--- src/rtl/imac_pkg.sv ---
package imac_pkg;

    typedef enum logic [1:0] {
        ST_IDLE = 2'd0,
        ST_MULT = 2'd1,
        ST_ACC  = 2'd2
    } mac_state_t;

    typedef struct packed {
        logic legal;
        logic negate;
        logic accum;
        logic high;
    } mac_ctl_t;

    // Legal codes have bit4 = 0 and bit0 = 1; bits 3:1 are independent controls.
    function automatic mac_ctl_t decode_op(input logic [4:0] code);
        mac_ctl_t c;
        c.legal  = (code[4] == 1'b0) && (code[0] == 1'b1);
        c.negate = code[1];
        c.accum  = code[2];
        c.high   = code[3];
        return c;
    endfunction

endpackage

--- src/rtl/imac_ctrl.sv ---
module imac_ctrl
    import imac_pkg::*;
(
    input  logic clk,
    input  logic rst,
    input  logic start,
    output logic accept,
    output logic prod_en,
    output logic commit
);

    mac_state_t state_q, state_d;

    always_ff @(posedge clk) begin
        if (rst) state_q <= ST_IDLE;
        else     state_q <= state_d;
    end

    always_comb begin
        state_d = state_q;
        unique case (state_q)
            ST_IDLE: if (start) state_d = ST_MULT;
            ST_MULT: state_d = ST_ACC;
            ST_ACC:  state_d = ST_IDLE;
            default: state_d = ST_IDLE;
        endcase
    end

    always_comb begin
        accept  = 1'b0;
        prod_en = 1'b0;
        commit  = 1'b0;
        unique case (state_q)
            ST_IDLE: accept  = start;
            ST_MULT: prod_en = 1'b1;
            ST_ACC:  commit  = 1'b1;
            default: ;
        endcase
    end

    assert_single_phase_R8: assert property (@(posedge clk) disable iff (rst)
        $onehot0({accept, prod_en, commit}));

    assert_acc_follows_mult_R8: assert property (@(posedge clk) disable iff (rst)
        prod_en |=> commit);

endmodule

--- src/rtl/imac_mult.sv ---
module imac_mult
    import imac_pkg::*;
#(
    parameter int W = 32
) (
    input  logic           clk,
    input  logic           rst,
    input  logic           accept,
    input  logic           prod_en,
    input  logic           sgn,
    input  logic [4:0]     code,
    input  logic [W-1:0]   a,
    input  logic [W-1:0]   b,
    output mac_ctl_t       ctl_q,
    output logic [2*W-1:0] prod_q
);

    localparam int PW = 2 * W;

    logic [W-1:0] a_q, b_q;
    logic         sgn_q;
    logic [PW-1:0] ext_a, ext_b, prod_full;

    always_ff @(posedge clk) begin
        if (rst) begin
            a_q   <= '0;
            b_q   <= '0;
            sgn_q <= 1'b0;
            ctl_q <= '0;
        end else if (accept) begin
            a_q   <= a;
            b_q   <= b;
            sgn_q <= sgn;
            ctl_q <= decode_op(code);
        end
    end

    // Sign or zero extension to PW bits; the low PW bits of the product are exact.
    assign ext_a     = {{W{sgn_q & a_q[W-1]}}, a_q};
    assign ext_b     = {{W{sgn_q & b_q[W-1]}}, b_q};
    assign prod_full = ext_a * ext_b;

    always_ff @(posedge clk) begin
        if (rst)          prod_q <= '0;
        else if (prod_en) prod_q <= prod_full;
    end

    assert_zero_operand_R3: assert property (@(posedge clk) disable iff (rst)
        (prod_en && (a_q == '0)) |=> (prod_q == '0));

endmodule

--- src/rtl/imac_accum.sv ---
module imac_accum
    import imac_pkg::*;
#(
    parameter int W = 32
) (
    input  logic           clk,
    input  logic           rst,
    input  logic           commit,
    input  mac_ctl_t       ctl,
    input  logic [2*W-1:0] prod,
    output logic [W-1:0]   hi_q,
    output logic [W-1:0]   lo_q,
    output logic [W-1:0]   result_q,
    output logic           done_q,
    output logic           illegal_q
);

    localparam int PW = 2 * W;

    logic [PW-1:0] base, acc_next;

    assign base     = ctl.accum ? {hi_q, lo_q} : '0;
    assign acc_next = ctl.negate ? (base - prod) : (base + prod);

    always_ff @(posedge clk) begin
        if (rst) begin
            hi_q      <= '0;
            lo_q      <= '0;
            result_q  <= '0;
            done_q    <= 1'b0;
            illegal_q <= 1'b0;
        end else begin
            done_q    <= commit;
            illegal_q <= commit && !ctl.legal;
            if (commit && ctl.legal) begin
                hi_q     <= acc_next[PW-1:W];
                lo_q     <= acc_next[W-1:0];
                result_q <= ctl.high ? acc_next[PW-1:W] : acc_next[W-1:0];
            end
        end
    end

    assert_reset_clear_R1: assert property (@(posedge clk)
        $past(rst) |-> (hi_q == '0 && lo_q == '0 && !done_q && !illegal_q));

    assert_done_pulse_R8: assert property (@(posedge clk) disable iff (rst)
        done_q |=> !done_q);

    assert_illegal_hold_R9: assert property (@(posedge clk) disable iff (rst)
        illegal_q |-> (done_q && $stable(hi_q) && $stable(lo_q) && $stable(result_q)));

    assert_result_half_R4: assert property (@(posedge clk) disable iff (rst)
        (done_q && !illegal_q) |-> (result_q == hi_q || result_q == lo_q));

endmodule

--- src/rtl/imac_unit.sv ---
module imac_unit
    import imac_pkg::*;
#(
    parameter int W = 32
) (
    input  logic         clk,
    input  logic         rst,
    input  logic         start,
    input  logic [4:0]   op_code,
    input  logic         is_signed,
    input  logic [W-1:0] opnd_a,
    input  logic [W-1:0] opnd_b,
    output logic [W-1:0] result,
    output logic [W-1:0] hi_out,
    output logic [W-1:0] lo_out,
    output logic         done,
    output logic         illegal
);

    localparam int PW = 2 * W;

    logic          accept, prod_en, commit;
    mac_ctl_t      ctl;
    logic [PW-1:0] prod;

    imac_ctrl u_ctrl (
        .clk     (clk),
        .rst     (rst),
        .start   (start),
        .accept  (accept),
        .prod_en (prod_en),
        .commit  (commit)
    );

    imac_mult #(.W(W)) u_mult (
        .clk     (clk),
        .rst     (rst),
        .accept  (accept),
        .prod_en (prod_en),
        .sgn     (is_signed),
        .code    (op_code),
        .a       (opnd_a),
        .b       (opnd_b),
        .ctl_q   (ctl),
        .prod_q  (prod)
    );

    imac_accum #(.W(W)) u_acc (
        .clk       (clk),
        .rst       (rst),
        .commit    (commit),
        .ctl       (ctl),
        .prod      (prod),
        .hi_q      (hi_out),
        .lo_q      (lo_out),
        .result_q  (result),
        .done_q    (done),
        .illegal_q (illegal)
    );

endmodule

--- config.mk ---
export PLATFORM = sky130hd
export DESIGN_NAME = imac_unit
export DESIGN_NICKNAME = d
export VERILOG_FILES = /design/src/rtl/imac_pkg.sv /design/src/rtl/imac_ctrl.sv /design/src/rtl/imac_mult.sv /design/src/rtl/imac_accum.sv /design/src/rtl/imac_unit.sv
export SDC_FILE = /design/constraint.sdc
export NUM_CORES = 2
export LEC_CHECK = 0
export ABC_AREA = 1
export BUFFER_PORTS_ARGS = -buffer_cell sky130_fd_sc_hd__buf_4
export CAP_MARGIN = 5
export CORE_MARGIN = 2
export CORE_UTILIZATION = 60
export CTS_BUF_LIST = sky130_fd_sc_hd__clkbuf_8
export CTS_CLUSTER_DIAMETER = 150
export DETAILED_ROUTE_END_ITERATION = 6
export GPL_TIMING_DRIVEN = 0
export PLACE_DENSITY = 0.77
export RECOVER_POWER = 50
export SYNTH_ARGS = -nofsm -noshare
export SYNTH_HDL_FRONTEND = slang
export SYNTH_HIERARCHICAL = 1
export SYNTH_SLANG_ARGS = --single-unit
export TNS_END_PERCENT = 20
--- constraint.sdc ---
create_clock -name clk -period 13.31 [get_ports clk]
set_clock_uncertainty 0.2 [all_clocks]
set_input_delay 1.9965 -clock clk [delete_from_list [all_inputs] [get_ports clk]]
set_output_delay 1.9965 -clock clk [all_outputs]
set_load 0.05 [all_outputs]
==> qor.yml <==
outcome: "complete, but fails checks"
violations: "design-rule violations, max-capacitance violations, max-slew violations"
cts.repair.resized: 0
rsz0062_at_grt: "no"
timing.hold.ws_ns: 0.265
power_frac_clock_pct: 11.7
grt_antenna_before_repair: 14
h-tree-depth: 2
hold_start: "u_acc/result_q[7]$_SDFFE_PP0P_"
p_leak_nw: 35.2
slew_viol_final: 8
path_max_fanout: 12
core_um2: 94900
grt_pass1_vias: 55300
die_y_um: 313
synth.distinct_cells: 42
period_needed_ns: 10.27
wl_per_cell_um: 24.5
grt_use_met3_pct: 17.6
power_frac_comb_pct: 78.7
max_stage_delay_ns: 1.27
place_congestion: 1.11
numPortBuffers: 170
utilization_pct: 64.4
cap_violations: 3
hpwlAfterDp_mm: 200
arrival_ns: 10.69
p_per_area_nw_per_um2: 136
place_ws_ns: 3.22
slew_headroom_pct: -1.55
worstSkewPairLatency_ns: 0.78
crit_top_cell: "fa_1"
drc_errors: 2
cts_tree: "yes"
synthesis.nets: 9677
grt_pass1_wl_mm: 349
nets: 9898
cts_setup_buffers: 0
hp-class: "register to register"
dieArea_um2: 98100
use_met2_pct: 72.0
r2r_setup_slack_ns: 3.04
n_fill_cell: 8902
seqPwrFrac_pct: 9.6
setup_viol: 0
r2r_start: "u_mult/a_q[31]$_SDFFE_PP0P_"
setup_tns_ns: 0
drt_iter0_markers: 6635
gr-total-overflow: 0
synth_cells: 8202
io_pins: 171
timing.final.crit_share_pct: 77.1
worst_pin_slew_ns: 1.52
start_util_pct: 60.4
yosys_warnings: 6
clkTransAtPathRegs_ns: 0.07
drive_above_1_share_pct: 2.49
viasPerCell: 5.66
hold_violations: 0
end_kind: "register"
avgSynthCellArea_um2: 6.99
totalWireLength_mm: 239
setup_ws_ns: 3.04
internal_power_mw: 3.31
cts.path.max_buffers: 3
antenna_left: 0
firstDrtPassIters: 7
via_count: 55100
slowest_stage: "fa_1"
use_met1_pct: 60.3
clock.fmax_ghz: 0.0974
clockRootBuffer: "clkbuf_8"
cts_inserted_buffers: 48
cp-start-kind: "register"
holdPathStages: 2
clock_sinks: 233
worstRegToRegCells: 28
grt_usage_pct: 49.5
multi_input_area_um2: 42700
switchingPower_mw: 5.00
hold_buffers: 0
syn_area_um2: 57300
vdd_ir_drop_max_uv: 201
regArea_um2: 4660
p_sw_share_pct: 60.2
grt_max_degree: 27
grt_most_used_layer: "met2"
synth.yosys.seq_area_share_pct: 8.13
rows: 113
critical_path_class: "register to register"
synth-seq-cells: 233
cp.required_ns: 13.73
area_growth_syn_to_layout_pct: 6.50
rr_endpoint: "u_mult/prod_q[55]$_SDFFE_PP0P_"
power_mw: 8.31
whs_endpoint: "u_acc/result_q[7]$_SDFFE_PP0P_"
die_x_um: 313
worst max path at each step:
stage / startpoint / endpoint / depth (start not counted)
2_1_floorplan: u_mult/a_q[31]$_SDFFE_PP0P_ / u_mult/prod_q[61]$_SDFFE_PP0P_ / 28
3_3_place_gp: u_mult/a_q[31]$_SDFFE_PP0P_ / u_mult/prod_q[55]$_SDFFE_PP0P_ / 28
3_5_place_dp: u_mult/a_q[31]$_SDFFE_PP0P_ / u_mult/prod_q[55]$_SDFFE_PP0P_ / 28
4_1_cts: u_mult/a_q[31]$_SDFFE_PP0P_ / u_mult/prod_q[55]$_SDFFE_PP0P_ / 28
5_1_grt: u_mult/a_q[31]$_SDFFE_PP0P_ / u_mult/prod_q[55]$_SDFFE_PP0P_ / 28
6_report: u_mult/a_q[31]$_SDFFE_PP0P_ / u_mult/prod_q[55]$_SDFFE_PP0P_ / 28
per-layer routing:
layer / up-vias / share of wire [%]
met5: - / 0.0096
met4: 4 / 9.5
met3: 1114 / 14
met2: 3957 / 41
met1: 26300 / 35
li1: 23800 / -
per-stage QoR:
stage / cells / cell area (µm²)
floorplan: 8202 / 57300
global placement: 9637 / 60200
detailed placement: 9637 / 60200
CTS: 9723 / 61400
global route: 9727 / 61000
finish: 9745 / 61100
sequential cells by signal, summed over array words and instances, names as in the netlist:
signal,flops
u_acc/done_q,1
u_acc/hi_q,32
u_acc/illegal_q,1
u_acc/lo_q,32
u_acc/result_q,32
u_ctrl/state_q,2
u_mult/a_q,32
u_mult/b_q,32
u_mult/ctl_q,4
u_mult/prod_q,64
u_mult/sgn_q,1
critical path, delay by kind of cell (launching register included):
family                     cells  cell delay (ns)
adders and majority gates      9             5.57
buffers and inverters          9             2.19
DFF                            1             0.30
and+or+nand+nor               10             1.88
Yosys cell counts:
cell	number	share of area, %
or2_2	8	0.087
dfxtp_1	233	8.1
nor3_1	40	0.35
o21ai_1	9	0.079
xnor2_1	35	0.53
o21bai_1	14	0.18
o31ai_1	3	0.039
nand2_2	10	0.11
o211ai_1	63	0.82
nor2_2	13	0.14
nor2_1	590	3.9
and2_1	4	0.044
a21boi_0	1	0.013
o41ai_1	1	0.015
buf_2	4	0.035
xor2_1	65	0.99
inv_2	5	0.033
a21oi_1	176	1.5
o21ai_0	166	1.4
or2_0	1	0.011
nand3_1	248	2.2
a21oi_2	6	0.092
buf_1	20	0.13
o221ai_1	2	0.031
nor4_1	8	0.087
clkbuf_1	330	2.2
inv_1	2301	15
nand2_4	1	0.020
nand2_1	2376	16
nand3_2	7	0.12
fa_1	1126	39
o21a_1	1	0.013
nand4_1	34	0.37
o21ai_2	4	0.061
nor3_4	1	0.028
nand4_2	1	0.022
clkinv_1	3	0.020
nand3b_1	8	0.10
ha_1	276	6.0
a21o_1	3	0.039
nor2_4	4	0.079
nor4_4	1	0.037
power by group through the flow:
stage	clock network [mW]	registers, mW	logic, mW
2_1_floorplan	0	0.797	3.84
3_3_place_gp	0	0.806	6.15
3_5_place_dp	0	0.808	6.22
4_1_cts	0.985	0.793	6.27
5_1_grt	1.01	0.800	7.00
6_report	0.975	0.795	6.54
placed cells by master (no fill, tap or decap), types with 21 or more instances in the layout:
master / n
clkbuf_1: 428
nand3_1: 248
inv_1: 2315
nand4_1: 34
o211ai_1: 63
nand2_1: 2376
a21oi_1: 176
ha_1: 276
xnor2_1: 35
clkbuf_8: 52
nor3_1: 40
nor2_1: 590
buf_4: 70
dfxtp_1: 233
fa_1: 1125
o21ai_0: 166
diode_2: 21
xor2_1: 65
logic make-up after synthesis:
| family | after synthesis | share of synthesized area [%] |
|---|---|---|
| buffers and inverters | 2663 | 17.4 |
| adder cells (fa/ha/maj) | 1402 | 45.3 |
| AO/OA/AOI/OAI | 449 | 4.37 |
| flip-flops | 233 | 8.13 |
| XOR/XNOR | 100 | 1.53 |
| AND/OR/NAND/NOR | 3355 | 23.2 |
layout make-up:
| class | count | area share [%] |
|---|---|---|
| Antenna cell | 21 | 0.0860 |
| Buffer | 354 | 2.19 |
| Clock buffer | 52 | 1.17 |
| Clock inverter | 34 | 0.744 |
| Inverter | 2309 | 14.2 |
| Multi-Input combinational cell | 5306 | 69.9 |
| Sequential cell | 233 | 7.64 |
| Tap cell | 1265 | 2.59 |
| Timing Repair Buffer | 171 | 1.50 |
Note: power is estimated with default switching activity, not from simulation.
